<file path="config.mk">
export PLATFORM = sky130hd
export DESIGN_NAME = ext_bus_seq
export DESIGN_NICKNAME = d
export VERILOG_FILES = /design/src/rtl/ext_bus_seq_pkg.sv /design/src/rtl/ebs_cfg_sel.sv /design/src/rtl/ebs_phase_ctl.sv /design/src/rtl/ebs_bus_drv.sv /design/src/rtl/ext_bus_seq.sv
export SDC_FILE = /design/constraint.sdc
export NUM_CORES = 1
export LEC_CHECK = 0
export BUFFER_PORTS_ARGS = -buffer_cell sky130_fd_sc_hd__buf_2
export CAP_MARGIN = 20
export CORE_UTILIZATION = 35
export DETAILED_ROUTE_END_ITERATION = 8
export HOLD_SLACK_MARGIN = 0.08
export PLACE_DENSITY = 0.61
export SLEW_MARGIN = 25
export SYNTH_ARGS = -nofsm -noshare
export SYNTH_HDL_FRONTEND = slang
export SYNTH_SLANG_ARGS = --single-unit
</file>
<file path="constraint.sdc">
create_clock -name clk_i -period 3.4 [get_ports clk_i]
set_input_delay 0.34 -clock clk_i [delete_from_list [all_inputs] [get_ports clk_i]]
set_output_delay 0.34 -clock clk_i [all_outputs]
set_load 0.1 [all_outputs]
</file>
<file path="src/rtl/ext_bus_seq_pkg.sv">
package ext_bus_seq_pkg;

  localparam int unsigned FIELD_W = 3;
  localparam int unsigned LEN_W   = FIELD_W + 1;  // doubled lead/trail
  localparam int unsigned CNT_W   = FIELD_W + 2;  // doubled active + 1

  typedef enum logic [1:0] {
    PH_IDLE  = 2'd0,
    PH_LEAD  = 2'd1,
    PH_ACT   = 2'd2,
    PH_TRAIL = 2'd3
  } phase_e;

  typedef struct packed {
    logic               dbl;
    logic [FIELD_W-1:0] wr_trail;
    logic [FIELD_W-1:0] wr_act;
    logic [FIELD_W-1:0] wr_lead;
    logic [FIELD_W-1:0] rd_trail;
    logic [FIELD_W-1:0] rd_act;
    logic [FIELD_W-1:0] rd_lead;
  } zone_cfg_t;

  localparam int unsigned CFG_W = $bits(zone_cfg_t);

  function automatic logic [LEN_W-1:0] scale_len(input logic [FIELD_W-1:0] f,
                                                 input logic dbl);
    return dbl ? {f, 1'b0} : {1'b0, f};
  endfunction

endpackage

</file>
<file path="src/rtl/ebs_cfg_sel.sv">
module ebs_cfg_sel
  import ext_bus_seq_pkg::*;
#(
  parameter int unsigned NUM_ZONES = 4,
  parameter int unsigned ZONE_W    = 2
) (
  input  logic [NUM_ZONES*CFG_W-1:0] zone_cfg_i,
  input  logic [ZONE_W-1:0]          zone_i,
  input  logic                       write_i,
  output logic [LEN_W-1:0]           lead_len_o,
  output logic [CNT_W-1:0]           act_len_o,
  output logic [LEN_W-1:0]           trail_len_o
);

  zone_cfg_t cfg_arr [NUM_ZONES];
  zone_cfg_t sel;

  for (genvar z = 0; z < NUM_ZONES; z++) begin : g_zone
    assign cfg_arr[z] = zone_cfg_t'(zone_cfg_i[z*CFG_W +: CFG_W]);
  end

  logic [FIELD_W-1:0] lead_f, act_f, trail_f;
  logic [LEN_W-1:0]   act_base;

  always_comb begin
    sel = cfg_arr[0];
    for (int z = 0; z < NUM_ZONES; z++) begin
      if (zone_i == ZONE_W'(z)) sel = cfg_arr[z];
    end
    lead_f  = write_i ? sel.wr_lead  : sel.rd_lead;
    act_f   = write_i ? sel.wr_act   : sel.rd_act;
    trail_f = write_i ? sel.wr_trail : sel.rd_trail;
  end

  assign lead_len_o  = scale_len(lead_f, sel.dbl);
  assign trail_len_o = scale_len(trail_f, sel.dbl);
  assign act_base    = scale_len(act_f, sel.dbl);
  // the extra active cycle is added after scaling: never doubled
  assign act_len_o   = CNT_W'(act_base) + CNT_W'(1);

endmodule

</file>
<file path="src/rtl/ebs_phase_ctl.sv">
module ebs_phase_ctl
  import ext_bus_seq_pkg::*;
(
  input  logic             clk_i,
  input  logic             rst_ni,
  input  logic             start_i,
  input  logic [LEN_W-1:0] lead_len_i,
  input  logic [CNT_W-1:0] act_len_i,
  input  logic [LEN_W-1:0] trail_len_i,
  input  logic             ready_i,
  output phase_e           phase_o,
  output logic             idle_o,
  output logic             act_last_o,
  output logic             done_o
);

  localparam logic [CNT_W-1:0] ONE = CNT_W'(1);

  phase_e           phase_q;
  logic [CNT_W-1:0] cnt_q;
  logic [CNT_W-1:0] act_q;
  logic [LEN_W-1:0] trail_q;
  logic             done_q;
  logic             cnt_zero;

  assign cnt_zero   = (cnt_q == '0);
  assign idle_o     = (phase_q == PH_IDLE);
  assign act_last_o = (phase_q == PH_ACT) && cnt_zero && ready_i;
  assign phase_o    = phase_q;
  assign done_o     = done_q;

  always_ff @(posedge clk_i or negedge rst_ni) begin
    if (!rst_ni) begin
      phase_q <= PH_IDLE;
      cnt_q   <= '0;
      act_q   <= '0;
      trail_q <= '0;
      done_q  <= 1'b0;
    end else begin
      done_q <= 1'b0;
      unique case (phase_q)
        PH_IDLE: begin
          if (start_i) begin
            act_q   <= act_len_i;
            trail_q <= trail_len_i;
            if (lead_len_i != '0) begin
              phase_q <= PH_LEAD;
              cnt_q   <= CNT_W'(lead_len_i) - ONE;
            end else begin
              phase_q <= PH_ACT;
              cnt_q   <= act_len_i - ONE;
            end
          end
        end
        PH_LEAD: begin
          if (cnt_zero) begin
            phase_q <= PH_ACT;
            cnt_q   <= act_q - ONE;
          end else begin
            cnt_q <= cnt_q - ONE;
          end
        end
        PH_ACT: begin
          if (!cnt_zero) begin
            cnt_q <= cnt_q - ONE;
          end else if (ready_i) begin
            if (trail_q != '0) begin
              phase_q <= PH_TRAIL;
              cnt_q   <= CNT_W'(trail_q) - ONE;
            end else begin
              phase_q <= PH_IDLE;
              done_q  <= 1'b1;
            end
          end
          // count exhausted and ready low: wait state, hold
        end
        PH_TRAIL: begin
          if (cnt_zero) begin
            phase_q <= PH_IDLE;
            done_q  <= 1'b1;
          end else begin
            cnt_q <= cnt_q - ONE;
          end
        end
        default: phase_q <= PH_IDLE;
      endcase
    end
  end

endmodule

</file>
<file path="src/rtl/ebs_bus_drv.sv">
module ebs_bus_drv
  import ext_bus_seq_pkg::*;
#(
  parameter int unsigned ADDR_W = 16,
  parameter int unsigned DATA_W = 16
) (
  input  logic              clk_i,
  input  logic              rst_ni,
  input  logic              start_i,
  input  logic              write_i,
  input  logic [ADDR_W-1:0] addr_i,
  input  logic [DATA_W-1:0] wdata_i,
  input  phase_e            phase_i,
  input  logic              act_last_i,
  input  logic [DATA_W-1:0] rdata_i,
  output logic              cs_o,
  output logic              rd_o,
  output logic              wr_o,
  output logic [ADDR_W-1:0] addr_o,
  output logic [DATA_W-1:0] wdata_o,
  output logic              wdata_oe_o,
  output logic [DATA_W-1:0] rdata_o
);

  logic              write_q;
  logic [ADDR_W-1:0] addr_q;
  logic [DATA_W-1:0] wdata_q;
  logic [DATA_W-1:0] rdata_q;

  always_ff @(posedge clk_i or negedge rst_ni) begin
    if (!rst_ni) begin
      write_q <= 1'b0;
      addr_q  <= '0;
      wdata_q <= '0;
      rdata_q <= '0;
    end else begin
      if (start_i) begin
        write_q <= write_i;
        addr_q  <= addr_i;
        wdata_q <= wdata_i;
      end
      if (act_last_i && !write_q) rdata_q <= rdata_i;
    end
  end

  logic busy;
  logic active;

  assign busy       = (phase_i != PH_IDLE);
  assign active     = (phase_i == PH_ACT);
  assign cs_o       = busy;
  assign rd_o       = active && !write_q;
  assign wr_o       = active && write_q;
  assign wdata_oe_o = busy && write_q;
  assign addr_o     = addr_q;
  assign wdata_o    = wdata_q;
  assign rdata_o    = rdata_q;

endmodule

</file>
<file path="src/rtl/ext_bus_seq.sv">
module ext_bus_seq
  import ext_bus_seq_pkg::*;
#(
  parameter int unsigned NUM_ZONES = 4,
  parameter int unsigned ADDR_W    = 16,
  parameter int unsigned DATA_W    = 16,
  localparam int unsigned ZONE_W   = (NUM_ZONES > 1) ? $clog2(NUM_ZONES) : 1
) (
  input  logic                       clk_i,
  input  logic                       rst_ni,
  input  logic                       req_i,
  input  logic                       req_write_i,
  input  logic [ZONE_W-1:0]          req_zone_i,
  input  logic [ADDR_W-1:0]          req_addr_i,
  input  logic [DATA_W-1:0]          req_wdata_i,
  input  logic [NUM_ZONES*CFG_W-1:0] zone_cfg_i,
  input  logic                       ready_i,
  input  logic [DATA_W-1:0]          rdata_i,
  output logic                       cs_o,
  output logic                       rd_o,
  output logic                       wr_o,
  output logic [ADDR_W-1:0]          addr_o,
  output logic [DATA_W-1:0]          wdata_o,
  output logic                       wdata_oe_o,
  output logic [DATA_W-1:0]          rdata_o,
  output logic                       done_o
);

  logic [LEN_W-1:0] lead_len, trail_len;
  logic [CNT_W-1:0] act_len;
  phase_e           phase;
  logic             idle, act_last, start;

  assign start = req_i && idle;

  ebs_cfg_sel #(
    .NUM_ZONES(NUM_ZONES),
    .ZONE_W   (ZONE_W)
  ) u_cfg_sel (
    .zone_cfg_i (zone_cfg_i),
    .zone_i     (req_zone_i),
    .write_i    (req_write_i),
    .lead_len_o (lead_len),
    .act_len_o  (act_len),
    .trail_len_o(trail_len)
  );

  ebs_phase_ctl u_phase_ctl (
    .clk_i      (clk_i),
    .rst_ni     (rst_ni),
    .start_i    (start),
    .lead_len_i (lead_len),
    .act_len_i  (act_len),
    .trail_len_i(trail_len),
    .ready_i    (ready_i),
    .phase_o    (phase),
    .idle_o     (idle),
    .act_last_o (act_last),
    .done_o     (done_o)
  );

  ebs_bus_drv #(
    .ADDR_W(ADDR_W),
    .DATA_W(DATA_W)
  ) u_bus_drv (
    .clk_i     (clk_i),
    .rst_ni    (rst_ni),
    .start_i   (start),
    .write_i   (req_write_i),
    .addr_i    (req_addr_i),
    .wdata_i   (req_wdata_i),
    .phase_i   (phase),
    .act_last_i(act_last),
    .rdata_i   (rdata_i),
    .cs_o      (cs_o),
    .rd_o      (rd_o),
    .wr_o      (wr_o),
    .addr_o    (addr_o),
    .wdata_o   (wdata_o),
    .wdata_oe_o(wdata_oe_o),
    .rdata_o   (rdata_o)
  );

endmodule

</file>
Yosys cells after proc, flatten, opt, wreduce, memory -nomap -nowiden
Index checks and enable logic that the tools add are counted.
- bits in registers: 66
- output and inout bits: 53
- add/sub/neg operators: 6
- eq/ne operators: 14
- multiplexer cells: 30
- reductions and logical operators: 16
- operators by type and width (operator ; number):
    two-way mux 19 bit ; 3
    two-way mux 5 bit ; 7
    case mux 5 bit (4 select lines) ; 1
    subtractor 5 x 1 -> 5 bit (second input constant) ; 3
    two-way mux 2 bit ; 7
    two-way mux 4 bit ; 3
    subtractor 4 x 1 -> 5 bit (second input constant) ; 2
    two-way mux 3 bit ; 3
    equality test 2 bit (second input constant) ; 4
    case mux 2 bit (4 select lines) ; 1
    nonzero test 4 bit ; 2
    logical AND 1 bit ; 7
    inequality test 2 x 1 -> 1 bit (second input constant) ; 3
    inequality test 2 bit (second input constant) ; 3
    inequality test 3 bit (second input constant) ; 2
    adder 4 x 1 -> 5 bit (second input constant) ; 1
    logical NOT 5 bit ; 1
    AND reduction 5 bit ; 1
    equality test 2 x 1 -> 1 bit (second input constant) ; 2
    two-way mux 1 bit ; 4
    AND reduction 4 bit ; 1
    logical NOT 2 bit ; 1
    case mux 1 bit (2 select lines) ; 1
    AND reduction 2 bit ; 1
    2 further kinds ; 2

Longest topological paths before layout
Gate-level depths: netlist of run 1.
- word-level depth: 11
- depth in mapped cells: 12
- mapped depth without buffers: 10

By module
Synthesis of run 1 repeated with hierarchy kept, for this count alone.
- cell total of the unflattened synthesis: 309
- area, all modules: 3932.5 um^2
- by module, submodules not included (module ; times used ; cells an instance ; area each (um^2) ; seq. area each (um^2)):
    ebs_bus_drv ; 1 ; 109 ; 1901.8 ; 1226.2
    ebs_phase_ctl ; 1 ; 133 ; 1199.9 ; 425.4
    ebs_cfg_sel ; 1 ; 66 ; 824.5 ; 0.0
    ext_bus_seq ; 1 ; 1 ; 6.3 ; 0.0

Least setup slack after synthesis of run 1
No wires, ideal clock.
- path type: reg-to-reg
- start point: register u_phase_ctl.phase_q[1], in the netlist u_phase_ctl.phase_o[1]
- end point: register u_bus_drv.rdata_q[10], in the netlist u_bus_drv.rdata_o[10]
- library setup time: 0.126 ns
- data arrival time: 3.861 ns
- data required time: 3.274 ns
- slack: -0.587 ns
- stages on the path, launching flop included: 6
- path through: dfrtp_1 > inv_1 > nor3_1 > nand3_1 > clkbuf_1 > mux2_2
- cells in the longest elaborated chain, start to end: 4
- RTL lines (element ; line ; text):
    start: declaration ; ebs_phase_ctl.sv:19 ; phase_e phase_q;
    start signal: assignment ; ebs_phase_ctl.sv:34 ; phase_q <= PH_IDLE;
    start signal: assignment ; ebs_phase_ctl.sv:47 ; phase_q <= PH_LEAD;
    start signal: assignment ; ebs_phase_ctl.sv:50 ; phase_q <= PH_ACT;
    equality test 2 bit ; ebs_phase_ctl.sv:28 ; assign act_last_o = (phase_q == PH_ACT) && cnt_zero && ready_i;
    logical AND 1 bit (2 in a row) ; ebs_phase_ctl.sv:28 ;
    logical AND 1 bit ; ebs_bus_drv.sv:42 ; if (act_last_i && !write_q) rdata_q <= rdata_i;
    end signal: assignment ; ebs_bus_drv.sv:42 ;
    end: declaration ; ebs_bus_drv.sv:28 ; logic [DATA_W-1:0] rdata_q;
Every way passes these cells.
A chain may end at the register's enable or synchronous reset.

Worst setup path after layout of run 1
- start point: input req_zone_i[0]
- end point: register u_phase_ctl.cnt_q[1]
- cells in the longest elaborated chain, start to end: 11
- elaborated cells on any way between the ends: 17
- those cells by class: 3 x add/sub; 3 x eq/ne; 10 x mux; 1 x reduce/logical
- RTL lines (element ; line ; text):
    start: declaration ; ext_bus_seq.sv:13 ; input logic [ZONE_W-1:0] req_zone_i,
    equality test 2 x 1 -> 1 bit ; ebs_cfg_sel.sv:28 ; if (zone_i == ZONE_W'(z)) sel = cfg_arr[z];
    two-way mux 19 bit (2 in a row) ; ebs_cfg_sel.sv:28 ;
    two-way mux 19 bit (*) ; ebs_cfg_sel.sv:28 ;
    two-way mux 3 bit ; ebs_cfg_sel.sv:31 ; act_f = write_i ? sel.wr_act : sel.rd_act;
    two-way mux 4 bit ; ext_bus_seq_pkg.sv:28 ; return dbl ? {f, 1'b0} : {1'b0, f};
    adder 4 x 1 -> 5 bit ; ebs_cfg_sel.sv:39 ; assign act_len_o = CNT_W'(act_base) + CNT_W'(1);
    subtractor 5 x 1 -> 5 bit ; ebs_phase_ctl.sv:51 ; cnt_q <= act_len_i - ONE;
    two-way mux 5 bit (*) ; ebs_phase_ctl.sv:46 ; if (lead_len_i != '0) begin
    two-way mux 5 bit (*) ; ebs_phase_ctl.sv:43 ; if (start_i) begin
    case mux 5 bit (4 select lines) (*) ; ebs_phase_ctl.sv:41 ; unique case (phase_q)
    end signal: assignment ; ebs_phase_ctl.sv:48 ; cnt_q <= CNT_W'(lead_len_i) - ONE;
    end signal: assignment ; ebs_phase_ctl.sv:51 ;
    end signal: assignment ; ebs_phase_ctl.sv:58 ; cnt_q <= act_q - ONE;
    end: declaration ; ebs_phase_ctl.sv:20 ; logic [CNT_W-1:0] cnt_q;
Mark *: on every way between the ends. The rest lies on a longest branch, timed or not. The select of a mux whose other input is x is not followed.

==> out/qor.csv, run 1 <==
stage,metric,value,unit
outcome,status,finished clean,
global_route,track_usage,18.70,%
die,die-area,0.01114,mm^2
cts,clkSlewWorstSetupHoldPaths,70,ps
critical_path,r2r-start,u_phase_ctl.cnt_q[0],
timing,setup_viol,0,
die,fp.dieH,105.5,um
timing,slew_headroom,47.82,%
global_route,antenna_found_initial,0,
timing,hold_ws,77.41,ps
yosys,ys_ff_latch,66,
critical_path,r2r-end,u_bus_drv.rdata_o[8],
finish,drive_above_1_share,44.83,%
cts,cts_max_level,3,
cts,clkSinkCount,66,
cts,cts_root_buf,clkbuf_8,
timing,min_period,2786,ps
yosys,synthArstFlopShare,100.0,%
finish,final_common_cell,buf_2,
flow_run,maxCapViolations,0,
cts,cts_hold_buf,0,
yosys,yosysSeqAreaShare,44.01,%
cts,cts_resized,0,
cts,post_cts_buffers,0,
finish,diodes,0,
timing,rsz0062_at_grt,no,
yosys,synth_area,0.003752,mm^2
yosys,syn_area_per_cell,9.849,um^2
cts,cts_tree,done,
critical_path,startpoint_type,input pin,
cts,cts_buffers,9,
critical_path,worstSetupEndpointType,flip-flop,
yosys,syn_inst,381,
global_route,grt_pass1_vias,3466,
detailed_routing,drt_iter0_drc,166,
detailed_routing,drc,0,
detailed_routing,vias,3547,
die,fp-row-count,37,
timing,tns,0,ps
timing,min_period_over_period,81.94,%
global_route,grt_pass1_wl,16360,um
yosys,synthFlopType,dfrtp_1,
detailed_routing,wirelength,10150,um
yosys,synth_nets,518,
place,dp_hpwl,8080,um
die,ios,184,
finish,final_nets,703,
global_route,grt_overflow,0,
die,core,0.01037,mm^2
timing,worst_pin_slew,782.7,ps
yosys,synth.distinct_cells,53,
finish,layout_common_cells,"buf_2 (183), nand2_1 (117), dfrtp_1 (66), o21ai_0 (24), mux2_2 (20)",
yosys,yosys_warnings,0,
critical_path,crit_required,3640,ps
timing,clock_skew,12.57,ps
detailed_routing,wire_per_inst,14.36,um
cts,clk_latency,340,ps
finish,utilization,49.25,%
timing,max_freq,359.0,MHz
critical_path,regToRegSetupSlack,730,ps
timing,final_hold_viol_count,0,
finish,area_growth,36.11,%
die,start_util,36.18,%
finish,nFillCells,997,
critical_path,criticalPathCategory,input pin to flip-flop,
detailed_routing,dr.pass1.iters,4,
detailed_routing,ant_nets,0,
critical_path,reg2regPathDepth,6,
critical_path,path_max_fanout,11,
cts,clockBufferDepth,2,
die,fp.dieW,105.5,um
place,gp_congestion,0.9025,
critical_path,arrival,3030,ps
place,port_buffers,183,
yosys,synth_edf_count,0,
hold_path,worstHoldPathType,input pin to asynchronous set/reset pin,
detailed_routing,vias_per_cell,5.017,
global_route,grt_max_degree,36,
timing,maxSlewViolCount,0,
-- critical path, cell delays in order --
cell and delay, ps:
buf_2 100, buf_4 190, buf_4 190, mux4_1 540, and2_1 200, a21oi_2 170
nand3_1 220, o22a_1 270, ha_1 320, a21oi_1 150, o221ai_1 130, o21ai_0 200
-- cell usage after synthesis (2+ instances only) --
cell type	number	share of area, %
o21ai_0	24	3.2
buf_6	2	0.60
xor2_1	5	1.2
mux2i_1	7	1.9
nor3_1	6	0.80
mux4_1	4	2.8
dfrtp_1	66	44
o221ai_1	3	0.70
o32ai_1	2	0.47
mux2_2	20	6.0
a21oi_1	12	1.6
and3_1	2	0.33
a211oi_1	2	0.40
nand3_1	4	0.53
inv_1	14	1.4
o31ai_1	3	0.60
buf_2	2	0.27
a32o_1	2	0.53
mux2i_2	5	1.8
clkbuf_1	16	1.6
mux4_2	11	6.6
nor4_1	2	0.33
nor2_1	10	1.0
a21o_1	2	0.40
nor3b_1	3	0.60
nand2_1	117	12
ha_1	6	2.0
nand2b_1	2	0.33
xnor2_1	3	0.70
-- how the worst max path moves through the flow --
stage / slack [ps] / from / cells past startpoint / endpoint
2_1_floorplan: 410 / req_zone_i[0] / 11 / u_phase_ctl.cnt_q[4]
3_3_place_gp: 360 / req_zone_i[0] / 11 / u_phase_ctl.cnt_q[4]
4_1_cts: 640 / req_zone_i[0] / 11 / u_phase_ctl.cnt_q[4]
6_report: 610 / req_zone_i[0] / 12 / u_phase_ctl.cnt_q[1]
3_5_place_dp: 280 / req_zone_i[0] / 11 / u_phase_ctl.cnt_q[4]
5_1_grt: 420 / req_zone_i[0] / 12 / u_phase_ctl.cnt_q[1]
-- sequential cells by signal, indices dropped and copies added, names as in the netlist --
name                 flops
u_phase_ctl.done_o       1
u_phase_ctl.phase_o      2
u_bus_drv.rdata_o       16
u_phase_ctl.act_q        5
u_phase_ctl.trail_q      4
u_phase_ctl.cnt_q        5
u_bus_drv.wdata_o       16
u_bus_drv.write_q        1
u_bus_drv.addr_o        16
-- metal layers --
layer	up-vias	GRT usage, %	wire, um
li1	1695	-	-
met5	-	0	0
met4	0	6.647	207
met3	18	4.886	862
met2	197	32.38	4904
met1	1637	22.39	4177
-- final cells by class --
class	count	area [um^2]	share of cell area (%)
multi-input cells	279	1958	38.34
flip-flops and latches	66	1652	32.34
repair buffers	195	1006	19.70
well taps	136	170.2	3.332
clock inverters	6	137.6	2.695
clock buffers	10	127.6	2.499
inverters	15	56.30	1.102
-- cell families after synthesis --
family | Yosys count | synth area share [%]
compound gates | 64 | 11.30
flops | 66 | 44.01
simple gates | 153 | 17.21
buf+inv | 36 | 4.068
xor+xnor | 9 | 2.301
fa+ha+maj | 6 | 2.001
mux | 47 | 19.11
-- stage by stage --
step	setup WS, ps	area [um^2]	instances
finish	614.2	5107	707
CTS	644.5	5107	707
global placement	360.9	4842	691
floorplan	405.1	3757	381
detailed placement	280.1	4842	691
global route	417.0	5107	707
Power of run 1 is left out: the tool's default activity adds up to more than one toggle a clock period on the data nets, which glitch-free logic cannot reach.
==> run 2, diff against run 1 <==
--- a/config.mk
+++ b/config.mk
@@ -10,7 +10,7 @@
 export CORE_UTILIZATION = 35
 export DETAILED_ROUTE_END_ITERATION = 8
 export HOLD_SLACK_MARGIN = 0.08
-export PLACE_DENSITY = 0.61
+export PLACE_DENSITY = 0.63
 export SLEW_MARGIN = 25
 export SYNTH_ARGS = -nofsm -noshare
 export SYNTH_HDL_FRONTEND = slang
==> constraint.sdc (replaced) <==
create_clock -name clk_i -period 2.5 [get_ports clk_i]
set_input_delay 0.25 -clock clk_i [delete_from_list [all_inputs] [get_ports clk_i]]
set_output_delay 0.25 -clock clk_i [all_outputs]
set_load 0.1 [all_outputs]
==> run 2 against run 1 <==
The flow now finishes with violations (setup timing). Hold slack gained 19 ps. Cell count grew 4.2%. Setup slack lost 630 ps. Via count grew 2.1%. Register-to-register slack lost 550 ps. Highest routed layer unchanged.
==> out/qor.csv, run 2 (synthesis gave the netlist of run 1 again) <==
stage,metric,value,unit,change
place,dp_cells,717,,+3.8%
timing,setup_viol,1,,+1
die,core,0.01037,mm^2,unchanged
cts,clkSinkCount,66,,unchanged
flow_run,maxCapViolations,0,,unchanged
critical_path,path_max_fanout,4,,-7
global_route,grt_max_degree,37,,+2.8%
timing,clock_skew,6.587,ps,-5.983 ps
detailed_routing,wirelength,10440,um,+2.8%
finish,final_nets,733,,+4.3%
finish,area_growth,43.21,%,
critical_path,arrival,2760,ps,-270 ps
die,start_util,36.18,%,unchanged
cts,cts_max_level,3,,unchanged
detailed_routing,wire_per_inst,14.16,um,-1.4%
global_route,track_usage,18.77,%,+0.074 points
cts,clkSlewWorstSetupHoldPaths,80,ps,about the same
global_route,use_met1,22.43,%,+0.032 points
cts,clk_latency,340,ps,about the same
hold_path,hold_depth,3,,
detailed_routing,vias,3623,,+2.1%
outcome,failed_checks,setup timing,,
timing,rsz0062_at_grt,yes,,
detailed_routing,drc,0,,unchanged
global_route,grtUsageMet3,3.958,%,-0.93 points
detailed_routing,drt_iter0_drc,182,,+9.6%
global_route,grt_pass1_vias,3473,,+0.20%
hold_path,worstHoldPathType,input pin to flip-flop,,
place,dp_hpwl,8428,um,+4.3%
place,dp_slack,-348.0,ps,-628.1 ps
critical_path,crit_required,2740,ps,-900 ps
timing,tns,-15.37,ps,-15.37 ps
detailed_routing,ant_nets,0,,unchanged
timing,max_freq,397.6,MHz,
timing,slew_headroom,50.83,%,+3.0 points
cts,cts_root_buf,clkbuf_8,,
cts,clockBufferDepth,2,,unchanged
detailed_routing,vias_per_cell,4.916,,-2.0%
hold_path,min_from,req_wdata_i[2],,
die,die-area,0.01114,mm^2,unchanged
global_route,use_met2,33.32,%,+0.94 points
cts,cts_buffers,9,,unchanged
cts,cts_tree,done,,
critical_path,reg2regPathDepth,9,,+3
global_route,grt_pass1_wl,16460,um,+0.59%
die,fp-row-count,37,,unchanged
finish,diodes,0,,unchanged
critical_path,worstSetupEndpointType,flip-flop,,
critical_path,r2r-end,u_phase_ctl.cnt_q[3],,
finish,layout_common_cells,"buf_2 (181), nand2_1 (117), dfrtp_1 (66), buf_4 (40), o21ai_0 (23)",,
timing,min_period,2515,ps,
timing,worst_pin_slew,737.5,ps,-45.17 ps
place,port_buffers,183,,unchanged
die,ios,184,,unchanged
global_route,grt-busiest-layer,met2,,
critical_path,criticalPathCategory,input pin to flip-flop,,
critical_path,r2r-start,u_phase_ctl.cnt_q[0],,
outcome,status,"finished, violations left",,
critical_path,startpoint_type,input pin,,
global_route,antenna_found_initial,0,,unchanged
finish,drive_above_1_share,48.42,%,+3.6 points
finish,final_common_cell,buf_2,,
finish,finalNonFillerCells,737,,+4.2%
place,gp_congestion,0.9076,,+0.57%
die,fp.dieW,105.5,um,unchanged
timing,final_hold_viol_count,0,,unchanged
timing,min_period_over_period,100.6,%,
critical_path,regToRegSetupSlack,180,ps,-550 ps
hold_path,holdPathEnd,u_bus_drv.wdata_o[2],,
die,fp.dieH,105.5,um,unchanged
global_route,grt_overflow,0,,unchanged
timing,maxSlewViolCount,0,,unchanged
timing,setup_slack,-15.37,ps,-629.5 ps
detailed_routing,dr.pass1.iters,4,,unchanged
run 2: cell types whose count changed in the layout (fill, tap and decap cells not counted), sizes merged:
cell and delta:
buf +29, bufinv -1, clkinv +1, dlygate4sd3 +1
run 2: worst max-delay path by stage:
stage,from,endpoint,slack (ps),cells after the start
6_report,req_zone_i[0],u_phase_ctl.cnt_q[4],-20,10
5_1_grt,req_zone_i[0],u_phase_ctl.cnt_q[4],-100,10
4_1_cts,req_zone_i[0],u_phase_ctl.cnt_q[4],2,10
3_5_place_dp,req_zone_i[0],u_phase_ctl.cnt_q[4],-350,10
3_3_place_gp,req_zone_i[0],u_phase_ctl.cnt_q[4],-270,10
2_1_floorplan,req_zone_i[0],u_phase_ctl.cnt_q[4],-340,11
run 2: per-layer routing:
layer	share of wire [%]	vias to the layer above
met4	2.0	0
met2	49	177
met3	6.8	19
met5	0	-
li1	-	1755
met1	42	1672
run 2: cell type report:
class	instances	area, um^2
Clock inverter	6	112.6
Tap cell	136	170.2
Timing Repair Buffer	225	1262
Clock buffer	10	137.6
Fill cell	967	4996
Inverter	15	56.30
Sequential cell	66	1652
Multi-Input combinational cell	279	1983
run 2: per-stage QoR:
stage          hold slack, ps  util, %  instance area, um^2
6_report                96.61    51.82                 5374
5_1_grt                 87.74    51.82                 5374
4_1_cts                 81.43    51.41                 5331
3_5_place_dp            359.9    48.90                 5071
3_3_place_gp            349.9    48.90                 5071
2_1_floorplan          -45.59        -                 3787
run 2: repair_timing:
action                                  4_1_cts  5_1_grt
hold buffers                                  1        0
buffers inserted                              0        3
endpoints found under the hold margin        30        0
gates resized for setup                       0        6
endpoints found under the setup margin        0        2
run 2: worst max-delay path, cell delays in order:
cell      delay [ps]
buf_8             80
nor2b_4          150
mux4_2           520
mux2i_2          210
mux2i_1          120
ha_2             320
a221oi_2         290
ha_2             220
or3b_1           350
a221oi_2         250
Power of run 2 is left out for the same reason.
